--- src/rtl/pst_pkg.sv ---
package pst_pkg;

   localparam int BYTE_W = 8;
   localparam logic [BYTE_W-1:0] SYNC_PAT = 8'h80;

   typedef enum logic [1:0] {
      KIND_HS   = 2'b00,
      KIND_TOK  = 2'b01,
      KIND_DATA = 2'b10,
      KIND_RSV  = 2'b11
   } pkt_kind_e;

   typedef enum logic [1:0] {
      SYM_DATA = 2'b00,
      SYM_SE0  = 2'b01,
      SYM_J    = 2'b10
   } sym_e;

   typedef enum logic [2:0] {
      FS_IDLE,
      FS_SYNC,
      FS_PID,
      FS_PAY,
      FS_CRC,
      FS_EOP1,
      FS_EOP2,
      FS_JBIT
   } fst_e;

endpackage

--- src/rtl/pst_bitclk.sv ---
// Symbol-rate tick generator. A free-running divider; with DIV of 1 every
// cycle is a symbol.
module pst_bitclk #(
   parameter int DIV = 4
) (
   input  logic clk,
   input  logic rst_n,
   output logic tick
);
   generate
      if (DIV == 1) begin : g_full_rate
         assign tick = 1'b1;
      end else begin : g_divided
         localparam int CW = $clog2(DIV);
         localparam logic [CW-1:0] LAST = CW'(DIV - 1);
         logic [CW-1:0] cnt;
         always_ff @(posedge clk or negedge rst_n) begin
            if (!rst_n) begin
               cnt <= '0;
            end else if (cnt == LAST) begin
               cnt <= '0;
            end else begin
               cnt <= cnt + 1'b1;
            end
         end
         assign tick = (cnt == LAST);
      end
   endgenerate
endmodule

--- src/rtl/pst_crc.sv ---
// Serial check-code register: MSB-first division, preset to all ones,
// also usable as a shift register to emit its contents.
module pst_crc #(
   parameter int            W    = 5,
   parameter logic [W-1:0]  POLY = 5'h05
) (
   input  logic clk,
   input  logic rst_n,
   input  logic clr,
   input  logic upd,
   input  logic din,
   input  logic shf,
   output logic msb
);
   logic [W-1:0] c;
   logic         fb;

   assign fb  = c[W-1] ^ din;
   assign msb = c[W-1];

   always_ff @(posedge clk or negedge rst_n) begin
      if (!rst_n) begin
         c <= '1;
      end else if (clr) begin
         c <= '1;
      end else if (upd) begin
         c <= {c[W-2:0], 1'b0} ^ (fb ? POLY : '0);
      end else if (shf) begin
         c <= {c[W-2:0], 1'b1};
      end
   end
endmodule

--- src/rtl/pst_linecode.sv ---
// Bit stuffer and NRZI line coder. A pending stuffed zero stalls the framer.
module pst_linecode
   import pst_pkg::*;
#(
   parameter int STUFF_RUN = 6
) (
   input  logic clk,
   input  logic rst_n,
   input  logic tick,
   input  logic active,
   input  sym_e sym,
   input  logic sym_bit,
   output logic take,
   output logic line,
   output logic se0,
   output logic oe
);
   localparam int OW = $clog2(STUFF_RUN + 1);
   localparam logic [OW-1:0] RUN_MAX = OW'(STUFF_RUN);

   logic [OW-1:0] ones;
   logic          stuff_due;

   assign stuff_due = (ones == RUN_MAX);
   assign take      = tick && active && !stuff_due;

   always_ff @(posedge clk or negedge rst_n) begin
      if (!rst_n) begin
         line <= 1'b1;
         se0  <= 1'b0;
         oe   <= 1'b0;
         ones <= '0;
      end else if (tick) begin
         if (!active) begin
            line <= 1'b1;
            se0  <= 1'b0;
            oe   <= 1'b0;
            ones <= '0;
         end else if (stuff_due) begin
            line <= ~line;
            se0  <= 1'b0;
            oe   <= 1'b1;
            ones <= '0;
         end else begin
            oe <= 1'b1;
            unique case (sym)
               SYM_DATA: begin
                  se0 <= 1'b0;
                  if (sym_bit) begin
                     ones <= ones + 1'b1;
                  end else begin
                     ones <= '0;
                     line <= ~line;
                  end
               end
               SYM_SE0: begin
                  se0  <= 1'b1;
                  line <= 1'b0;
                  ones <= '0;
               end
               SYM_J: begin
                  se0  <= 1'b0;
                  line <= 1'b1;
                  ones <= '0;
               end
               default: begin
                  se0  <= 1'b0;
                  line <= 1'b1;
                  ones <= '0;
               end
            endcase
         end
      end
   end
endmodule

--- src/rtl/pst_framer.sv ---
// Packet sequencer: sync, identifier, payload with a one-byte intake
// buffer, check code, end-of-packet symbols.
module pst_framer
   import pst_pkg::*;
#(
   parameter int TOKEN_BITS = 11,
   parameter int CRC_S_W    = 5,
   parameter int CRC_L_W    = 16
) (
   input  logic              clk,
   input  logic              rst_n,
   input  logic              start,
   input  logic [3:0]        ptype,
   input  pkt_kind_e         pkind,
   input  logic              in_valid,
   input  logic [BYTE_W-1:0] in_data,
   input  logic              in_last,
   output logic              in_ready,
   input  logic              take,
   input  logic              crc_s_msb,
   input  logic              crc_l_msb,
   output logic              rdy,
   output logic              active,
   output sym_e              sym,
   output logic              sym_bit,
   output logic              crc_clr,
   output logic              crc_upd,
   output logic              crc_din,
   output logic              crc_shf
);
   localparam int TOK_BYTES = (TOKEN_BITS + BYTE_W - 1) / BYTE_W;
   localparam int TBW       = $clog2(TOK_BYTES + 1);
   localparam int PCW       = $clog2(TOKEN_BITS + 1);
   localparam logic [PCW-1:0] PAY_END  = PCW'(TOKEN_BITS - 1);
   localparam logic [TBW-1:0] TOK_LAST = TBW'(TOK_BYTES - 1);
   localparam logic [3:0]     S_END    = 4'(CRC_S_W - 1);
   localparam logic [3:0]     L_END    = 4'(CRC_L_W - 1);
   localparam logic [3:0]     B_END    = 4'(BYTE_W - 1);

   fst_e              st;
   pkt_kind_e         kind_q;
   logic [3:0]        type_q;
   logic [BYTE_W-1:0] sr;
   logic [3:0]        cnt;
   logic [PCW-1:0]    paycnt;
   logic [TBW-1:0]    tok_cnt;
   logic              nb_valid;
   logic [BYTE_W-1:0] nb_data;
   logic              nb_last;
   logic              cur_last;
   logic              got_last;

   logic has_pay, accepting, in_fire, is_tok, code_end, crc_msb;

   assign is_tok    = (kind_q == KIND_TOK);
   assign has_pay   = is_tok || (kind_q == KIND_DATA);
   assign accepting = ((st == FS_SYNC) || (st == FS_PID) || (st == FS_PAY))
                      && has_pay && !got_last;
   assign in_ready  = accepting && !nb_valid;
   assign in_fire   = in_ready && in_valid;
   assign rdy       = (st == FS_IDLE);
   assign active    = (st != FS_IDLE);
   assign crc_msb   = is_tok ? crc_s_msb : crc_l_msb;
   assign code_end  = is_tok ? (cnt == S_END) : (cnt == L_END);

   always_comb begin
      unique case (st)
         FS_EOP1, FS_EOP2: sym = SYM_SE0;
         FS_JBIT:          sym = SYM_J;
         default:          sym = SYM_DATA;
      endcase
   end

   assign sym_bit = (st == FS_CRC) ? ~crc_msb : sr[0];
   assign crc_clr = (st == FS_IDLE) && start;
   assign crc_upd = take && (st == FS_PAY);
   assign crc_din = sr[0];
   assign crc_shf = take && (st == FS_CRC);

   always_ff @(posedge clk or negedge rst_n) begin
      if (!rst_n) begin
         st       <= FS_IDLE;
         kind_q   <= KIND_HS;
         type_q   <= '0;
         sr       <= '0;
         cnt      <= '0;
         paycnt   <= '0;
         tok_cnt  <= '0;
         nb_valid <= 1'b0;
         nb_data  <= '0;
         nb_last  <= 1'b0;
         cur_last <= 1'b0;
         got_last <= 1'b0;
      end else begin
         if (in_fire) begin
            nb_valid <= 1'b1;
            nb_data  <= in_data;
            nb_last  <= in_last;
            tok_cnt  <= tok_cnt + 1'b1;
            if (((kind_q == KIND_DATA) && in_last) ||
                (is_tok && (tok_cnt == TOK_LAST))) begin
               got_last <= 1'b1;
            end
         end
         if (st == FS_IDLE) begin
            if (start) begin
               st       <= FS_SYNC;
               kind_q   <= pkind;
               type_q   <= ptype;
               sr       <= SYNC_PAT;
               cnt      <= '0;
               tok_cnt  <= '0;
               got_last <= 1'b0;
               nb_valid <= 1'b0;
            end
         end else if (take) begin
            unique case (st)
               FS_SYNC: begin
                  sr  <= sr >> 1;
                  cnt <= cnt + 1'b1;
                  if (cnt == B_END) begin
                     sr  <= {~type_q, type_q};
                     cnt <= '0;
                     st  <= FS_PID;
                  end
               end
               FS_PID: begin
                  sr  <= sr >> 1;
                  cnt <= cnt + 1'b1;
                  if (cnt == B_END) begin
                     cnt <= '0;
                     if (!has_pay) begin
                        st <= FS_EOP1;
                     end else if (nb_valid) begin
                        st       <= FS_PAY;
                        sr       <= nb_data;
                        cur_last <= nb_last;
                        nb_valid <= 1'b0;
                        paycnt   <= '0;
                     end else begin
                        st <= FS_CRC;
                     end
                  end
               end
               FS_PAY: begin
                  sr     <= sr >> 1;
                  cnt    <= cnt + 1'b1;
                  paycnt <= paycnt + 1'b1;
                  if (is_tok && (paycnt == PAY_END)) begin
                     cnt <= '0;
                     st  <= FS_CRC;
                  end else if (cnt == B_END) begin
                     cnt <= '0;
                     if ((kind_q == KIND_DATA) && cur_last) begin
                        st <= FS_CRC;
                     end else if (nb_valid) begin
                        sr       <= nb_data;
                        cur_last <= nb_last;
                        nb_valid <= 1'b0;
                     end else begin
                        st <= FS_CRC;
                     end
                  end
               end
               FS_CRC: begin
                  cnt <= cnt + 1'b1;
                  if (code_end) begin
                     cnt <= '0;
                     st  <= FS_EOP1;
                  end
               end
               FS_EOP1: st <= FS_EOP2;
               FS_EOP2: st <= FS_JBIT;
               FS_JBIT: st <= FS_IDLE;
               default: st <= FS_IDLE;
            endcase
         end
      end
   end
endmodule

--- src/rtl/pkt_ser_tx.sv ---
module pkt_ser_tx
   import pst_pkg::*;
#(
   parameter int                  BIT_DIV    = 4,
   parameter int                  STUFF_RUN  = 6,
   parameter int                  TOKEN_BITS = 11,
   parameter int                  CRC_S_W    = 5,
   parameter int                  CRC_L_W    = 16,
   parameter logic [CRC_S_W-1:0]  CRC_S_POLY = 5'h05,
   parameter logic [CRC_L_W-1:0]  CRC_L_POLY = 16'h8005
) (
   input  logic       clk,
   input  logic       rst_n,
   input  logic       pkt_start,
   input  logic [3:0] pkt_type,
   input  logic [1:0] pkt_kind,
   output logic       pkt_rdy,
   input  logic       in_valid,
   input  logic [7:0] in_data,
   input  logic       in_last,
   output logic       in_ready,
   output logic       line_out,
   output logic       line_se0,
   output logic       line_oe
);
   if (BIT_DIV < 1) begin : g_chk_div
      $error("BIT_DIV must be at least 1");
   end
   if (STUFF_RUN < 1) begin : g_chk_run
      $error("STUFF_RUN must be at least 1");
   end
   if ((TOKEN_BITS < 1) || (TOKEN_BITS > 16)) begin : g_chk_tok
      $error("TOKEN_BITS must lie in 1..16");
   end
   if ((CRC_S_W < 2) || (CRC_S_W > 16) || (CRC_L_W < 2) || (CRC_L_W > 16)) begin : g_chk_crc
      $error("check code widths must lie in 2..16");
   end

   logic bit_tick;
   logic take, active, sym_bit;
   sym_e sym;
   logic crc_clr, crc_upd, crc_din, crc_shf;
   logic crc_s_msb, crc_l_msb;

   pst_bitclk #(.DIV(BIT_DIV)) u_clk (
      .clk  (clk),
      .rst_n(rst_n),
      .tick (bit_tick)
   );

   pst_framer #(
      .TOKEN_BITS(TOKEN_BITS),
      .CRC_S_W   (CRC_S_W),
      .CRC_L_W   (CRC_L_W)
   ) u_frm (
      .clk      (clk),
      .rst_n    (rst_n),
      .start    (pkt_start),
      .ptype    (pkt_type),
      .pkind    (pkt_kind_e'(pkt_kind)),
      .in_valid (in_valid),
      .in_data  (in_data),
      .in_last  (in_last),
      .in_ready (in_ready),
      .take     (take),
      .crc_s_msb(crc_s_msb),
      .crc_l_msb(crc_l_msb),
      .rdy      (pkt_rdy),
      .active   (active),
      .sym      (sym),
      .sym_bit  (sym_bit),
      .crc_clr  (crc_clr),
      .crc_upd  (crc_upd),
      .crc_din  (crc_din),
      .crc_shf  (crc_shf)
   );

   pst_crc #(.W(CRC_S_W), .POLY(CRC_S_POLY)) u_crc_s (
      .clk  (clk),
      .rst_n(rst_n),
      .clr  (crc_clr),
      .upd  (crc_upd),
      .din  (crc_din),
      .shf  (crc_shf),
      .msb  (crc_s_msb)
   );

   pst_crc #(.W(CRC_L_W), .POLY(CRC_L_POLY)) u_crc_l (
      .clk  (clk),
      .rst_n(rst_n),
      .clr  (crc_clr),
      .upd  (crc_upd),
      .din  (crc_din),
      .shf  (crc_shf),
      .msb  (crc_l_msb)
   );

   pst_linecode #(.STUFF_RUN(STUFF_RUN)) u_line (
      .clk    (clk),
      .rst_n  (rst_n),
      .tick   (bit_tick),
      .active (active),
      .sym    (sym),
      .sym_bit(sym_bit),
      .take   (take),
      .line   (line_out),
      .se0    (line_se0),
      .oe     (line_oe)
   );
endmodule

--- config.mk ---
export PLATFORM = sky130hd
export DESIGN_NAME = pkt_ser_tx
export DESIGN_NICKNAME = d
export VERILOG_FILES = /design/src/rtl/pst_pkg.sv /design/src/rtl/pst_bitclk.sv /design/src/rtl/pst_crc.sv /design/src/rtl/pst_linecode.sv /design/src/rtl/pst_framer.sv /design/src/rtl/pkt_ser_tx.sv
export SDC_FILE = /design/constraint.sdc
export NUM_CORES = 1
export LEC_CHECK = 0
export ABC_AREA = 1
export BUFFER_PORTS_ARGS = -buffer_cell sky130_fd_sc_hd__clkbuf_2
export CAP_MARGIN = 20
export CORE_MARGIN = 2
export CORE_UTILIZATION = 65
export DETAILED_ROUTE_END_ITERATION = 12
export PLACE_DENSITY = 0.85
export SETUP_SLACK_MARGIN = 0.2
export SLEW_MARGIN = 40
export SYNTH_ARGS = -nofsm -noshare
export SYNTH_HDL_FRONTEND = slang
export SYNTH_SLANG_ARGS = --single-unit
--- constraint.sdc ---
create_clock -name clk -period 2.99 [get_ports clk]
set_clock_uncertainty 0.05 [all_clocks]
set_input_delay 0.4485 -clock clk [delete_from_list [all_inputs] [get_ports clk]]
set_output_delay 0.4485 -clock clk [all_outputs]
set_load 0.01 [all_outputs]
Word level (Yosys, flattened, before mapping)
Cells that the tools add are included.

storage, ports and cells
  flip-flop bits (word level) = 68
  input port bits = 19
  output and inout bits = 5
  word-level logic and storage cells = 184

operators by class
  add/subtract/negate cells = 5
  eq/ne operators = 30
  multiplexer cells = 85
  bitwise operators = 8
  reductions and logical operators = 37

operators by type and width
  kind                 number
  $mux 8               10
  $mux 16              4
  $mux 3               17
  $mux 4               9
  $mux 1               30
  $pmux 8 s3           1
  $pmux 3 s6           1
  $xor 16x16->16       1
  $eq 3x3->1 const B   5
  $mux 5               3
  $logic_and 1x1->1    13
  $pmux 4 s3           1
  $ne 2x2->1 const B   5
  $add 4x1->4 const B  2
  $eq 4x3->1 const B   2
  $eq 4x4->1 const B   2
  $mux 2               4
  $ne 4x4->1 const B   2
  $pmux 4 s2           1
  $reduce_and 8->1     1
  $reduce_bool 4->1    2
  $reduce_and 7->1     1
  $eq 2x1->1 const B   3
  $eq 3x2->1 const B   2
  other kinds (24)     43

Logic depth before layout (Yosys ltp)
  depth in word-level cells = 15
  mapped depth = 12
  mapped depth without buffers = 12

Modules after synthesis
From an unflattened synthesis, not the netlist that was laid out.

second synthesis, totals
  cell total of the unflattened synthesis = 495
  area total of the unflattened synthesis = 3799.9 um^2

modules (own cells, without submodules)
  module             times used  cells an instance  area an instance (um^2)  seq. area each (um^2)
  pst_framer         1           345                2359.8                   975.9
  pst_crc (u_crc_l)  1           71                 783.3                    420.4
  pst_linecode       1           44                 334.1                    151.4
  pst_crc (u_crc_s)  1           31                 256.5                    131.4
  pst_bitclk         1           4                  66.3                     50.0

Worst setup path after synthesis
OpenSTA, ideal clock, no wires.

  path type = register to register
  from = register u_frm.kind_q[0]
  to = register u_frm.tok_cnt[0]
  setup time = 0.121 ns
  arrival = 1.551 ns
  required time = 2.819 ns
  setup slack = 1.269 ns
  cell stages (with the launch flop) = 10
  path buffers = 1
  clock period less this slack = 1.721 ns
  path through = dfrtp_1 inv_1 ha_1 inv_1 nand2_1 nor3_4 nand2_2 buf_6 xor2_1 nor2_1

on the way
  longest elaborated chain between the ends = 9
  elaborated cells on any way between the ends = 10
  those cells by class = eq/ne (2); mux (3); reduce/logical (5)

RTL lines
  item                                      RTL line                            source
  from (decl)                               pst_framer.sv:41                    pkt_kind_e kind_q;
  from (signal assigned)                    pst_framer.sv:108                   kind_q <= pkind;
  $eq 2x1->1 or $eq 2x2->1 (tied branches)  pst_framer.sv:55, pst_framer.sv:56
  $logic_or 1x1->1 *                        pst_framer.sv:56                    assign has_pay = is_tok || (kind_q == KIND_DATA);
  $logic_and 1x1->1 * (2 in series)         pst_framer.sv:58                    && has_pay && !got_last;
  $logic_and 1x1->1 *                       pst_framer.sv:59                    assign in_ready = accepting && !nb_valid;
  via in_ready                              pkt_ser_tx.sv:21                    output logic in_ready,
  $logic_and 1x1->1 *                       pst_framer.sv:60                    assign in_fire = in_ready && in_valid;
  $mux 2 *                                  pst_framer.sv:95                    if (in_fire) begin
  $mux 2                                    pst_framer.sv:106                   if (start) begin
  $mux 2 *                                  pst_framer.sv:105                   if (st == FS_IDLE) begin
  to (signal assigned)                      pst_framer.sv:99                    tok_cnt <= tok_cnt + 1'b1;
  to (decl)                                 pst_framer.sv:46                    logic [TBW-1:0] tok_cnt;

Mark *: on every way through the listed nets, which the timed path passes. The rest lies on a longest branch.
A chain may end at the register's enable or synchronous reset.

Worst setup path in the final report
  from = register u_frm.kind_q[0]
  to = output in_ready

on the way
  longest elaborated chain between the ends = 5
  elaborated cells on any way between the ends = 6
  those cells by class = eq/ne (2); reduce/logical (4)

RTL lines
  item                                      RTL line
  $eq 2x1->1 or $eq 2x2->1 (tied branches)  pst_framer.sv:55, pst_framer.sv:56
  $logic_or 1x1->1 *                        pst_framer.sv:56
  $logic_and 1x1->1 * (2 in series)         pst_framer.sv:58
  $logic_and 1x1->1 *                       pst_framer.sv:59
  to (decl)                                 pkt_ser_tx.sv:21

Every way passes the cells marked *; elsewhere a longest branch is shown, timed or not.

==> summary.txt <==
Status -> completed
Startpoint types -> flip-flop
Distinct cells, synth -> 34
Worst setup EP type -> primary output
Antenna Nets Post-Route -> 0
Die W -> 81 µm
Die area -> 0.00656 mm²
Layout cells sized above 1 -> 0.192
Gr ovfl total -> 0
Port Buf Inserts -> 23
WL final -> 8930 µm
Maxcap violations -> 0
Iter 0 DRT Violations -> 262
Clock Pin Slew Worst Setup and Hold Paths -> 0.08 ns
Syn Inst Count -> 485
Final cycle utilization of the critical path -> 0.802
Deepest clock path buffer count -> 2
Core Box Area -> 0.00582 mm²
Post-CTS Setup Bufs -> 0
Slew Viols, Final -> 0
Die Height -> 81 µm
Largest net degree at the start of global routing -> 47
Combinational Power Share -> 0.384
Number of buffers created by CTS -> 9
DR pass1 iterations -> 6
Post-CTS Resized -> 0
CTS sink count -> 68
Syn_nets -> 513
Vias per cell -> 5.57
Psw -> 0.00158 W
Synth Area per Inst -> 7.95 µm²
Initial core utilization -> 0.663
RePlAce Congestion -> 0.977
Synth-to-layout area growth -> 7.82%
Total I/O pin count -> 24
Max_slew headroom -> 0.470
Setup tns final -> 0 ns
Worst slew pin tran -> 0.794 ns
Clk root buf -> clkbuf_8
Seq/Total Area, Yosys -> 0.449
Placed inst area -> 0.00396 mm²
Post-synth EDFFs -> 0
RSZ-0062 raised after global routing -> no
Crit Path Max Fanout -> 8
Maximum clock frequency -> 417 MHz
Antenna diodes -> 0
Most common cell in the synthesized netlist -> nand2_1
CTS tree -> yes
Design area -> 0.00416 mm²
Multi-input gate area -> 0.00174 mm²
Initial antenna violation count -> 0
Worst Hold Class -> input pin to async pin
First-pass GRT wire length -> 14800 µm
Drc violations -> 0
Post-synth top cells -> 157 x nand2_1, 59 x inv_1, 46 x dfrtp_1
Yosys top cell area share -> 0.299
Sw Ratio -> 0.441
Async set-reset flop share out of synthesis -> 1.00
Seq pwr share -> 0.405
Largest cells by area after synthesis -> dfrtp_1 30%, nand2_1 15%, dfstp_2 15%
Kind of critical path -> flip-flop to primary output
Warnings, synthesis -> 0
Leak -> 2.23 nW
PwrDens -> 860 mW/mm²
#FFs+latches synth -> 68
CP Data Arrival Time -> 1.90 ns
Worst EP required -> 2.49 ns
Fillers -> 485
Register area -> 0.00173 mm²
Pint -> 0.00200 W
Setup-failing EPs final -> 0
Worst VDD drop -> 600 µV
CTS Hold Bufs -> 0
Clock power share -> 0.211
Wirelength per Cell -> 15.3 µm
Total Routing Usage GR -> 0.299
H-tree levels -> 3
Post-synth top flop -> dfrtp_1
Nets@finish -> 533
Row count -> 28
Number of global-route vias before repair -> 3145
DP HPWL -> 6300 µm
Mapped cell area -> 0.00385 mm²
Clk_lat worst skew -> 0.37 ns
Largest area contributor in the netlist -> dfrtp_1
Via Count -> 3259
Minimum clock period -> 2.40 ns
Hold Fails Final Rpt -> 0
placed cells by master (no fill, tap or decap), drive strengths merged:
cell type,n
nand2,167
o21ai,32
a31oi,2
dfrtp,46
nand3,39
dfstp,22
or2,4
xor2,5
clkinv,5
a21oi,17
ha,9
a22o,1
a22oi,15
nand4,10
buf,3
inv,67
nor3,6
nor2b,1
nor2,27
clkbuf,32
power by group through the flow:
stage / Sequential [W] / Combinational [W] / Clock, W
2_1_floorplan: 0.00134 / 0.00118 / 0
3_3_place_gp: 0.00144 / 0.00130 / 0
3_5_place_dp: 0.00145 / 0.00135 / 0
4_1_cts: 0.00144 / 0.00136 / 0.000750
5_1_grt: 0.00148 / 0.00157 / 0.000790
6_report: 0.00145 / 0.00137 / 0.000752
final cells by class:
| type | instances | area share |
|---|---|---|
| clock inverters | 6 | 0.0108 |
| inverters | 66 | 0.0620 |
| clock buffers | 10 | 0.0358 |
| repair buffers | 25 | 0.0343 |
| flip-flops and latches | 68 | 0.416 |
| well taps | 75 | 0.0226 |
| multi-input cells | 335 | 0.418 |
metal layers:
layer | global-route usage | routed length (µm) | vias up
met4 | 0.137 | 291 | 0
met2 | 0.485 | 4310 | 118
met1 | 0.393 | 3910 | 1529
li1 | - | - | 1580
met3 | 0.0511 | 419 | 32
met5 | 0 | 0 | -
worst max-delay path: stages, from the launching register on:
cell,delay (ns)
dfrtp_1,0.38
inv_1,0.07
ha_1,0.33
inv_1,0.23
nand2_1,0.14
nor3_4,0.23
clkbuf_2,0.17
metrics by stage:
step	worst slack [ns]	hold WS, ns	power (W)	utilization	cells
after floorplan	1.27	0.103	0.00252	-	485
after global placement	0.879	0.363	0.00274	0.681	569
after detailed placement	0.794	0.366	0.00280	0.681	569
after CTS	0.599	0.0241	0.00356	0.715	585
after global routing	0.464	0.0636	0.00384	0.715	585
final	0.593	0.0215	0.00357	0.715	585
state kept, by name, indices dropped and copies added, names as in the netlist:
signal / cells
u_frm.cnt: 4
u_crc_s.c: 5
u_frm.nb_last: 1
u_frm.type_q: 4
u_line.oe: 1
u_frm.sr: 8
u_clk.g_divided.cnt: 2
u_frm.got_last: 1
u_frm.cur_last: 1
u_frm.tok_cnt: 2
u_line.se0: 1
u_frm.nb_valid: 1
u_frm.st: 3
u_frm.kind_q: 2
u_crc_l.c: 16
u_frm.paycnt: 4
u_line.ones: 3
u_frm.nb_data: 8
u_line.line: 1
final timing paths:
check                           slack, ns                             start                               end  depth (start not counted)
worst max register to register       0.79           u_frm.st[0]$_DFFE_PN0P_          u_crc_l.c[4]$_DFFE_PN1P_                          7
worst max-delay path                 0.59       u_frm.kind_q[0]$_DFFE_PN0P_                          in_ready                          6
min in group clk                     0.23                        in_data[0]      u_frm.nb_data[0]$_DFFE_PN0N_                          3
worst min-delay path                 0.02                             rst_n        u_line.ones[2]$_DFFE_PN0P_                          1
max in group asynchronous            2.18                             rst_n          u_crc_s.c[4]$_DFFE_PN1P_                          2
worst min register to register       0.37  u_clk.g_divided.cnt[0]$_DFF_PN0_  u_clk.g_divided.cnt[0]$_DFF_PN0_                          1
logic make-up after synthesis:
group / synth area share
AOI/OAI and AO/OA: 0.100
xor gates and xnor gates: 0.0114
adders and majority gates: 0.0292
buffers and inverters: 0.100
DFF: 0.449
and+or+nand+nor: 0.310
Power figures use the tool's default switching activity.
